==> config.mk <==
export PLATFORM = sky130hd
export DESIGN_NAME = gpio_mw_port
export DESIGN_NICKNAME = d
export VERILOG_FILES = /design/src/rtl/gpio_mw_pkg.sv /design/src/rtl/gpio_mw_sync.sv /design/src/rtl/gpio_mw_dir.sv /design/src/rtl/gpio_mw_half.sv /design/src/rtl/gpio_mw_port.sv
export SDC_FILE = /design/constraint.sdc
export NUM_CORES = 1
export LEC_CHECK = 0
export BUFFER_PORTS_ARGS = -buffer_cell sky130_fd_sc_hd__buf_2
export CAP_MARGIN = 20
export CORE_UTILIZATION = 50
export CTS_BUF_LIST = sky130_fd_sc_hd__clkbuf_8
export DETAILED_ROUTE_END_ITERATION = 7
export PLACE_DENSITY = 0.88
export SLEW_MARGIN = 0
export SYNTH_ARGS = -nofsm -noshare
export SYNTH_HDL_FRONTEND = slang
export SYNTH_SLANG_ARGS = --single-unit
==> constraint.sdc <==
create_clock -name clk -period 5.3 [get_ports clk]
set_input_delay 0.53 -clock clk [delete_from_list [all_inputs] [get_ports clk]]
set_output_delay 0.53 -clock clk [all_outputs]
set_load 0.005 [all_outputs]
==> src/rtl/gpio_mw_pkg.sv <==
package gpio_mw_pkg;
  // Byte offsets of the register map (eight-bit form, resized by users)
  localparam logic [7:0] OFF_OE_SET = 8'h00;
  localparam logic [7:0] OFF_OE_CLR = 8'h04;
  localparam logic [7:0] OFF_DO_LO  = 8'h08;
  localparam logic [7:0] OFF_DO_HI  = 8'h0C;
  localparam logic [7:0] OFF_PIN_IN = 8'h10;
endpackage

==> src/rtl/gpio_mw_sync.sv <==
module gpio_mw_sync #(
  parameter int WIDTH  = 32,
  parameter int STAGES = 2
) (
  input  logic             clk,
  input  logic             rst,
  input  logic [WIDTH-1:0] d,
  output logic [WIDTH-1:0] q
);
  logic [WIDTH-1:0] stage_q [STAGES];

  always_ff @(posedge clk) begin
    if (rst) begin
      for (int i = 0; i < STAGES; i++) stage_q[i] <= '0;
    end else begin
      stage_q[0] <= d;
      for (int i = 1; i < STAGES; i++) stage_q[i] <= stage_q[i-1];
    end
  end

  assign q = stage_q[STAGES-1];
endmodule

==> src/rtl/gpio_mw_dir.sv <==
module gpio_mw_dir #(
  parameter int WIDTH = 32
) (
  input  logic             clk,
  input  logic             rst,
  input  logic             set_we,
  input  logic             clr_we,
  input  logic [WIDTH-1:0] bits,
  output logic [WIDTH-1:0] oe_q
);
  always_ff @(posedge clk) begin
    if (rst)         oe_q <= '0;
    else if (set_we) oe_q <= oe_q | bits;
    else if (clr_we) oe_q <= oe_q & ~bits;
  end

  p_oe_set_r1: assert property (@(posedge clk) disable iff (rst)
    set_we |=> ((oe_q & $past(bits)) == $past(bits)));
  p_oe_clr_r2: assert property (@(posedge clk) disable iff (rst)
    clr_we |=> ((oe_q & $past(bits)) == '0));
  p_oe_keep_r1: assert property (@(posedge clk) disable iff (rst)
    (set_we || clr_we) |=> (((oe_q ^ $past(oe_q)) & ~$past(bits)) == '0));
  p_oe_idle_r9: assert property (@(posedge clk) disable iff (rst)
    !(set_we || clr_we) |=> $stable(oe_q));
endmodule

==> src/rtl/gpio_mw_half.sv <==
module gpio_mw_half #(
  parameter int REG_W = 32,
  localparam int HALF = REG_W / 2
) (
  input  logic             clk,
  input  logic             rst,
  input  logic             we,
  input  logic [REG_W-1:0] wdata,
  output logic [HALF-1:0]  dout_q
);
  logic [HALF-1:0] mask;
  logic [HALF-1:0] data;

  assign mask = wdata[REG_W-1:HALF];
  assign data = wdata[HALF-1:0];

  always_ff @(posedge clk) begin
    if (rst)     dout_q <= '0;
    else if (we) dout_q <= (dout_q & ~mask) | (data & mask);
  end

  p_mask_keep_r4: assert property (@(posedge clk) disable iff (rst)
    we |=> (((dout_q ^ $past(dout_q)) & ~$past(mask)) == '0));
  p_mask_load_r4: assert property (@(posedge clk) disable iff (rst)
    we |=> (((dout_q ^ $past(data)) & $past(mask)) == '0));
  p_half_idle_r5: assert property (@(posedge clk) disable iff (rst)
    !we |=> $stable(dout_q));
endmodule

==> src/rtl/gpio_mw_port.sv <==
module gpio_mw_port
  import gpio_mw_pkg::*;
#(
  parameter int ADDR_W = 8,
  parameter int REG_W  = 32,
  parameter int SYNC_STAGES = 2
) (
  input  logic              clk,
  input  logic              rst,
  input  logic              reg_wr,
  input  logic              reg_rd,
  input  logic [ADDR_W-1:0] reg_addr,
  input  logic [REG_W-1:0]  reg_wdata,
  output logic [REG_W-1:0]  reg_rdata,
  input  logic [REG_W-1:0]  pin_in,
  output logic [REG_W-1:0]  pin_out,
  output logic [REG_W-1:0]  pin_oe
);
  localparam int NPINS = REG_W;
  localparam int HALF  = REG_W / 2;

  logic hit_set, hit_clr, hit_lo, hit_hi, hit_in;
  assign hit_set = (reg_addr == ADDR_W'(OFF_OE_SET));
  assign hit_clr = (reg_addr == ADDR_W'(OFF_OE_CLR));
  assign hit_lo  = (reg_addr == ADDR_W'(OFF_DO_LO));
  assign hit_hi  = (reg_addr == ADDR_W'(OFF_DO_HI));
  assign hit_in  = (reg_addr == ADDR_W'(OFF_PIN_IN));

  logic [NPINS-1:0] oe_q;
  logic [NPINS-1:0] in_sync;
  logic [HALF-1:0]  half_q [2];

  gpio_mw_dir #(.WIDTH(NPINS)) u_dir (
    .clk    (clk),
    .rst    (rst),
    .set_we (reg_wr && hit_set),
    .clr_we (reg_wr && hit_clr),
    .bits   (reg_wdata),
    .oe_q   (oe_q)
  );

  for (genvar h = 0; h < 2; h++) begin : g_half
    logic sel;
    assign sel = (h == 0) ? hit_lo : hit_hi;
    gpio_mw_half #(.REG_W(REG_W)) u_half (
      .clk    (clk),
      .rst    (rst),
      .we     (reg_wr && sel),
      .wdata  (reg_wdata),
      .dout_q (half_q[h])
    );
  end

  gpio_mw_sync #(.WIDTH(NPINS), .STAGES(SYNC_STAGES)) u_sync (
    .clk (clk),
    .rst (rst),
    .d   (pin_in),
    .q   (in_sync)
  );

  logic [REG_W-1:0] rd_mux;
  always_comb begin
    rd_mux = '0;
    if (hit_clr)     rd_mux = oe_q;
    else if (hit_lo) rd_mux = {{(REG_W-HALF){1'b0}}, half_q[0]};
    else if (hit_hi) rd_mux = {{(REG_W-HALF){1'b0}}, half_q[1]};
    else if (hit_in) rd_mux = in_sync;
  end

  always_ff @(posedge clk) begin
    if (rst)         reg_rdata <= '0;
    else if (reg_rd) reg_rdata <= rd_mux;
  end

  assign pin_out = {half_q[1], half_q[0]};
  assign pin_oe  = oe_q;

  p_rdata_hold_r10: assert property (@(posedge clk) disable iff (rst)
    !reg_rd |=> $stable(reg_rdata));
  p_half_upper_zero_r9: assert property (@(posedge clk) disable iff (rst)
    (reg_rd && (hit_lo || hit_hi)) |=> (reg_rdata[REG_W-1:HALF] == '0));
  p_oe_read_r3: assert property (@(posedge clk) disable iff (rst)
    (reg_rd && hit_clr && !reg_wr) |=> (reg_rdata == pin_oe));
endmodule

======== Yosys cells after proc, flatten, opt, wreduce, memory -nomap -nowiden ========
Memory sizes are Yosys's and may differ from the RTL's.
Index checks and enable logic that the tools add are counted.
W data, S select, Z words.
word-level totals
  bits of input ports ..................... 76
  register bits ........................... 96
  memory bits (writable) .................. 64
  output and inout port bits .............. 96
  word-level logic and storage cells ...... 37
  memories kept ........................... 1
  bits in latches ......................... 0
  memory bits (read-only) ................. 0
cells by class
  shift-type cells ........................ 0
  multipliers ............................. 0
  reductions and logical operators ........ 6
  bitwise operators ....................... 11
  muxes and demuxes ....................... 11
  add/sub/neg operators ................... 0
  magnitude comparators ................... 0
  equal/unequal tests ..................... 4
  div/mod/pow operators ................... 0
memories
  name            words  width  rd ports  clocked after memory_dff  write ports  RTL line            RTL
  u_sync.stage_q  2      32     2         0                         2            gpio_mw_sync.sv:10  logic [WIDTH-1:0] stage_q [STAGES];
operator list
  kind                  count
  $mux W32              8
  $and A16 B16 Y16      3
  $and A32 B32 Y32      1
  $not A32 Y32          1
  $or A16 B16 Y16       2
  $or A32 B32 Y32       1
  $eq A8 B4 Y1 const B  2
  $not A16 Y16          1
  $eq A8 B3 Y1 const B  1
  $eq A8 B5 Y1 const B  1
  $logic_not A8 Y1      1
  $logic_and A1 B1 Y1   4
  $mux W1               3
  $or A1 B1 Y1          2
  $reduce_bool A2 Y1    1

======== Depth between registers and ports, before layout ========
  word-level depth ........................ 5
  gate-level depth with buffers ........... 7
  depth with buffers taken out ............ 4

======== Modules after synthesis ========
Synthesis repeated with hierarchy kept, for this count alone.
second synthesis, totals
  cells, all modules ...................... 693
  area, all modules ....................... 6993.0 sq um
by module, submodules not included
  module        area each (sq um)  cells an instance  times used  seq. area each (sq um)
  gpio_mw_sync  2158.3             167                1           1281.2
  gpio_mw_port  1999.4             251                1           640.6
  gpio_mw_half  710.7              69                 2           320.3
  gpio_mw_dir   1413.9             137                1           640.6

======== Worst setup path before layout ========
Ideal clock, no wire load.
  path kind ............................... input to register
  start point ............................. input reg_addr[4]
  end point ............................... register with a tool-made name
  data arrival time ....................... 2026 ps
  path slack .............................. 3157 ps
  path buffers ............................ 2
  required time ........................... 5183 ps
  setup time .............................. 117 ps
  cell stages on the path ................. 6
  cell sequence ........................... or4_1 -> buf_6 -> nor4_4 -> buf_6 -> nand2_1 -> a32o_1
RTL lines
  item         RTL line            RTL
  from (decl)  gpio_mw_port.sv:12  input logic [ADDR_W-1:0] reg_addr,

==> metrics.txt <==
fraction of the yosys area taken by sequential cells 0.521; number of antenna violations at the first check in global routing 1; number of optimization iterations in the first detailed-route pass 7; fraction of met1 tracks used by global routing 0.321; Final Skew 7.99 ps; clock root cell sky130_fd_sc_hd__clkbuf_8; post-detail-place hpwl 11.7 mm; final setup fails 0; post-detailed-route via-to-cell ratio 6.02; post-CTS repair timing setup buffer count 0; width of the die 113 um; path type of the worst setup path input port to register; mean post-synth cell area 9.57 um^2; sort of element at the end of the critical path register; final-layout worst hold slack 290 ps; area occupied by multi-input gates 2670 um^2; proportion of power drawn by combinational gates 0.067; slew of the pin with the lowest slew margin 1130 ps; Post-CTS Hold Buffers 0; arrival time at the worst endpoint 3120 ps; clock tree from TritonCTS done; number of DRC violations after detailed-routing iteration 0 469; setup slack, reg-to-reg 4140 ps; result of the run complete, no violations; cell count after synthesis 642; share of Yosys cell area claimed by the top area cell type 0.521; routed length per instance 18.2 um; Clock Power Share 0.393; remaining number of nets flagged by the antenna check after routing 0; layout cells sized above 1 0.269; area of the core region 12000 um^2; Clock Sink Count 160; Die Footprint 12700 um^2; kind of path behind the tightest hold check input port to register; IR drop worst, VDD 0.000147 V; leakage power summed over all cells 2.96 nW; top cells by area in the synthesized netlist sky130_fd_sc_hd__dfxtp_1, sky130_fd_sc_hd__nor2b_1, sky130_fd_sc_hd__a32o_1; internal power consumption 0.00175 W; fin crit period 2740 ps; #FFs+latches synth 160; commonest register cell after synthesis sky130_fd_sc_hd__dfxtp_1; Worst R2R End reg_rdata[12]; post-route cell area 7370 um^2; startpoint of the worst setup timing path reg_addr[4]; Placed Area 6960 um^2; category of cells accounting for the largest share of critical-path delay simple AND/OR/NAND/NOR gates; die boundary height 113 um; Netlist Area Pre-Place 6150 um^2; TNS Setup 0 ps; cell count of the worst reg-to-reg path 3; depth of the CTS H-tree 4; count leader, synth sky130_fd_sc_hd__dfxtp_1; fraction of synthesis flops using an asynchronous set or reset pin 0; switching power total 0.000540 W; post-detailed-route DRC marker count 0; pins over their slew limit 0; largest stage delay on the critical path 690 ps; Starting Density 0.512; Worst-Skew Late Latency 440 ps; unrepaired setup endpoints after global routing no; power per cell area 311 nW/um^2; Worst Path Buf+Inv 3; number of flops mapped to enable cells by yosys 0; ratio of final minimum period to clock period 0.517; slowest stage cell, crit path sky130_fd_sc_hd__and3_1; worst slew margin relative to its limit 0.242; max cap viols 0; total congestion overflow 0; final wirelength 17.1 mm; switching part of the total power 0.235; number of warnings reported in the yosys synthesis log 0; clk buf depth 2; most instantiated cells after synthesis sky130_fd_sc_hd__dfxtp_1, sky130_fd_sc_hd__nand2_1, sky130_fd_sc_hd__nor2b_1; nature of the critical path startpoint input port; top fanout value on the critical path 36; # nets final 855; Max Clock Freq 0.365 GHz; largest net degree at the start of global routing 81; Area Growth Syn to Fin 20.0%; Reg area 3200 um^2; top cell type by total area after synthesis sky130_fd_sc_hd__dfxtp_1; number of primary I/O pins 172; cell-by-cell trace of the critical path buf_2 > or4_1 > buf_4 > nor2_2 > and3_1 > buf_8 > a32o_1; count of distinct cell types in the synthesized netlist 33; global-route met2 utilization 0.451; data required time at the worst endpoint 5680 ps; Final GP Congestion 0.867; number of failing hold endpoints at the final stage 0; clock-pin slew of the registers on the worst-case setup and hold paths 80 ps; via count of the first global-routing pass 5218; net count after synthesis 718; count of buffers from port buffering 171; number of CTS-inserted buffers 17; first-pass GRT wire length 26.3 mm; number of filler instances in the final layout 1061; Tot GR Track Use 0.267; routed vias 5660; cts repair resizes 0; routing usage on met3 0.0782; sequential fraction of design power 0.540; number of placement rows 40; layer carrying the most global-route usage met2; number of logic stages on the critical path including buffering 7
[worst reg2reg max path: stages, from the launching register on]
cell and delay, ps:
sky130_fd_sc_hd__dfxtp_1 350, sky130_fd_sc_hd__a22oi_1 290, sky130_fd_sc_hd__o22ai_1 150, sky130_fd_sc_hd__a32o_1 270
[stage by stage]
| step | util | cells | setup slack, ps | total power [W] |
|---|---|---|---|---|
| after floorplan | - | 642 | 3160 | 0.00135 |
| after global placement | 0.579 | 906 | 2040 | 0.00141 |
| after detailed placement | 0.579 | 906 | 1950 | 0.00142 |
| after CTS | 0.612 | 938 | 2390 | 0.00230 |
| after global routing | 0.614 | 940 | 2450 | 0.00237 |
| final | 0.614 | 940 | 2560 | 0.00229 |
[metal layers]
metal  vias to the layer above  wire length [um]
met2                       315              8270
met1                      2669              6710
met4                         0               468
met5                         -                 0
li1                       2638                 -
met3                        38              1680
[how the worst min path moves through the flow]
stage | to | from | slack, ps | depth (start not counted)
final | u_sync.stage_q[0][8] | pin_in[8] | 290 | 2
after global routing | u_sync.stage_q[0][1] | pin_in[1] | 280 | 2
after global placement | u_sync.stage_q[0][59] | u_sync.stage_q[0][27] | 420 | 1
after detailed placement | u_sync.stage_q[0][51] | u_sync.stage_q[0][19] | 420 | 1
after floorplan | u_sync.stage_q[0][32] | u_sync.stage_q[0][0] | 410 | 1
after CTS | u_sync.stage_q[0][8] | pin_in[8] | 270 | 2
[logic make-up after synthesis]
family          count (synthesis)  share of synthesized area
buf+inv                        61                     0.0450
compound gates                188                      0.233
flops                         160                      0.521
simple gates                  233                      0.201
[power groups by stage]
| stage | clock network, W | registers [W] | logic (W) |
|---|---|---|---|
| finish | 0.000900 | 0.00124 | 0.000154 |
| global route | 0.000960 | 0.00124 | 0.000168 |
| CTS | 0.000908 | 0.00124 | 0.000152 |
| detailed placement | 0 | 0.00127 | 0.000151 |
| global placement | 0 | 0.00127 | 0.000147 |
| floorplan | 0 | 0.00127 | 0.0000844 |
[layout make-up]
| cell class | instances | area share |
|---|---|---|
| Timing Repair Buffer | 177 | 0.124 |
| Tap cell | 147 | 0.0249 |
| Sequential cell | 160 | 0.434 |
| Clock buffer | 18 | 0.0336 |
| Antenna cell | 1 | 0.000339 |
| Clock inverter | 14 | 0.0204 |
| Multi-Input combinational cell | 421 | 0.362 |
| Inverter | 2 | 0.00102 |
[placed cells by master, fill, tap and decap left out, types with 5 or more instances in the layout]
cell type                  count
sky130_fd_sc_hd__buf_2       170
sky130_fd_sc_hd__dfxtp_1     160
sky130_fd_sc_hd__nand2_1      81
sky130_fd_sc_hd__nor2b_1      69
sky130_fd_sc_hd__a21oi_1      42
sky130_fd_sc_hd__a32o_1       42
sky130_fd_sc_hd__nand3_1      32
sky130_fd_sc_hd__o41ai_1      30
sky130_fd_sc_hd__nor2_1       19
sky130_fd_sc_hd__clkbuf_8     18
sky130_fd_sc_hd__a311oi_1     16
sky130_fd_sc_hd__a22oi_1      16
sky130_fd_sc_hd__o21ai_0      12
sky130_fd_sc_hd__o22ai_1      10
sky130_fd_sc_hd__or3_1        10
sky130_fd_sc_hd__a21o_1        6
sky130_fd_sc_hd__a22o_1        6
sky130_fd_sc_hd__nor3b_1       6
sky130_fd_sc_hd__a31oi_1       6
sky130_fd_sc_hd__buf_4         6
sky130_fd_sc_hd__inv_1         5
sky130_fd_sc_hd__clkinv_2      5
Note: power is estimated with default switching activity, not from simulation.
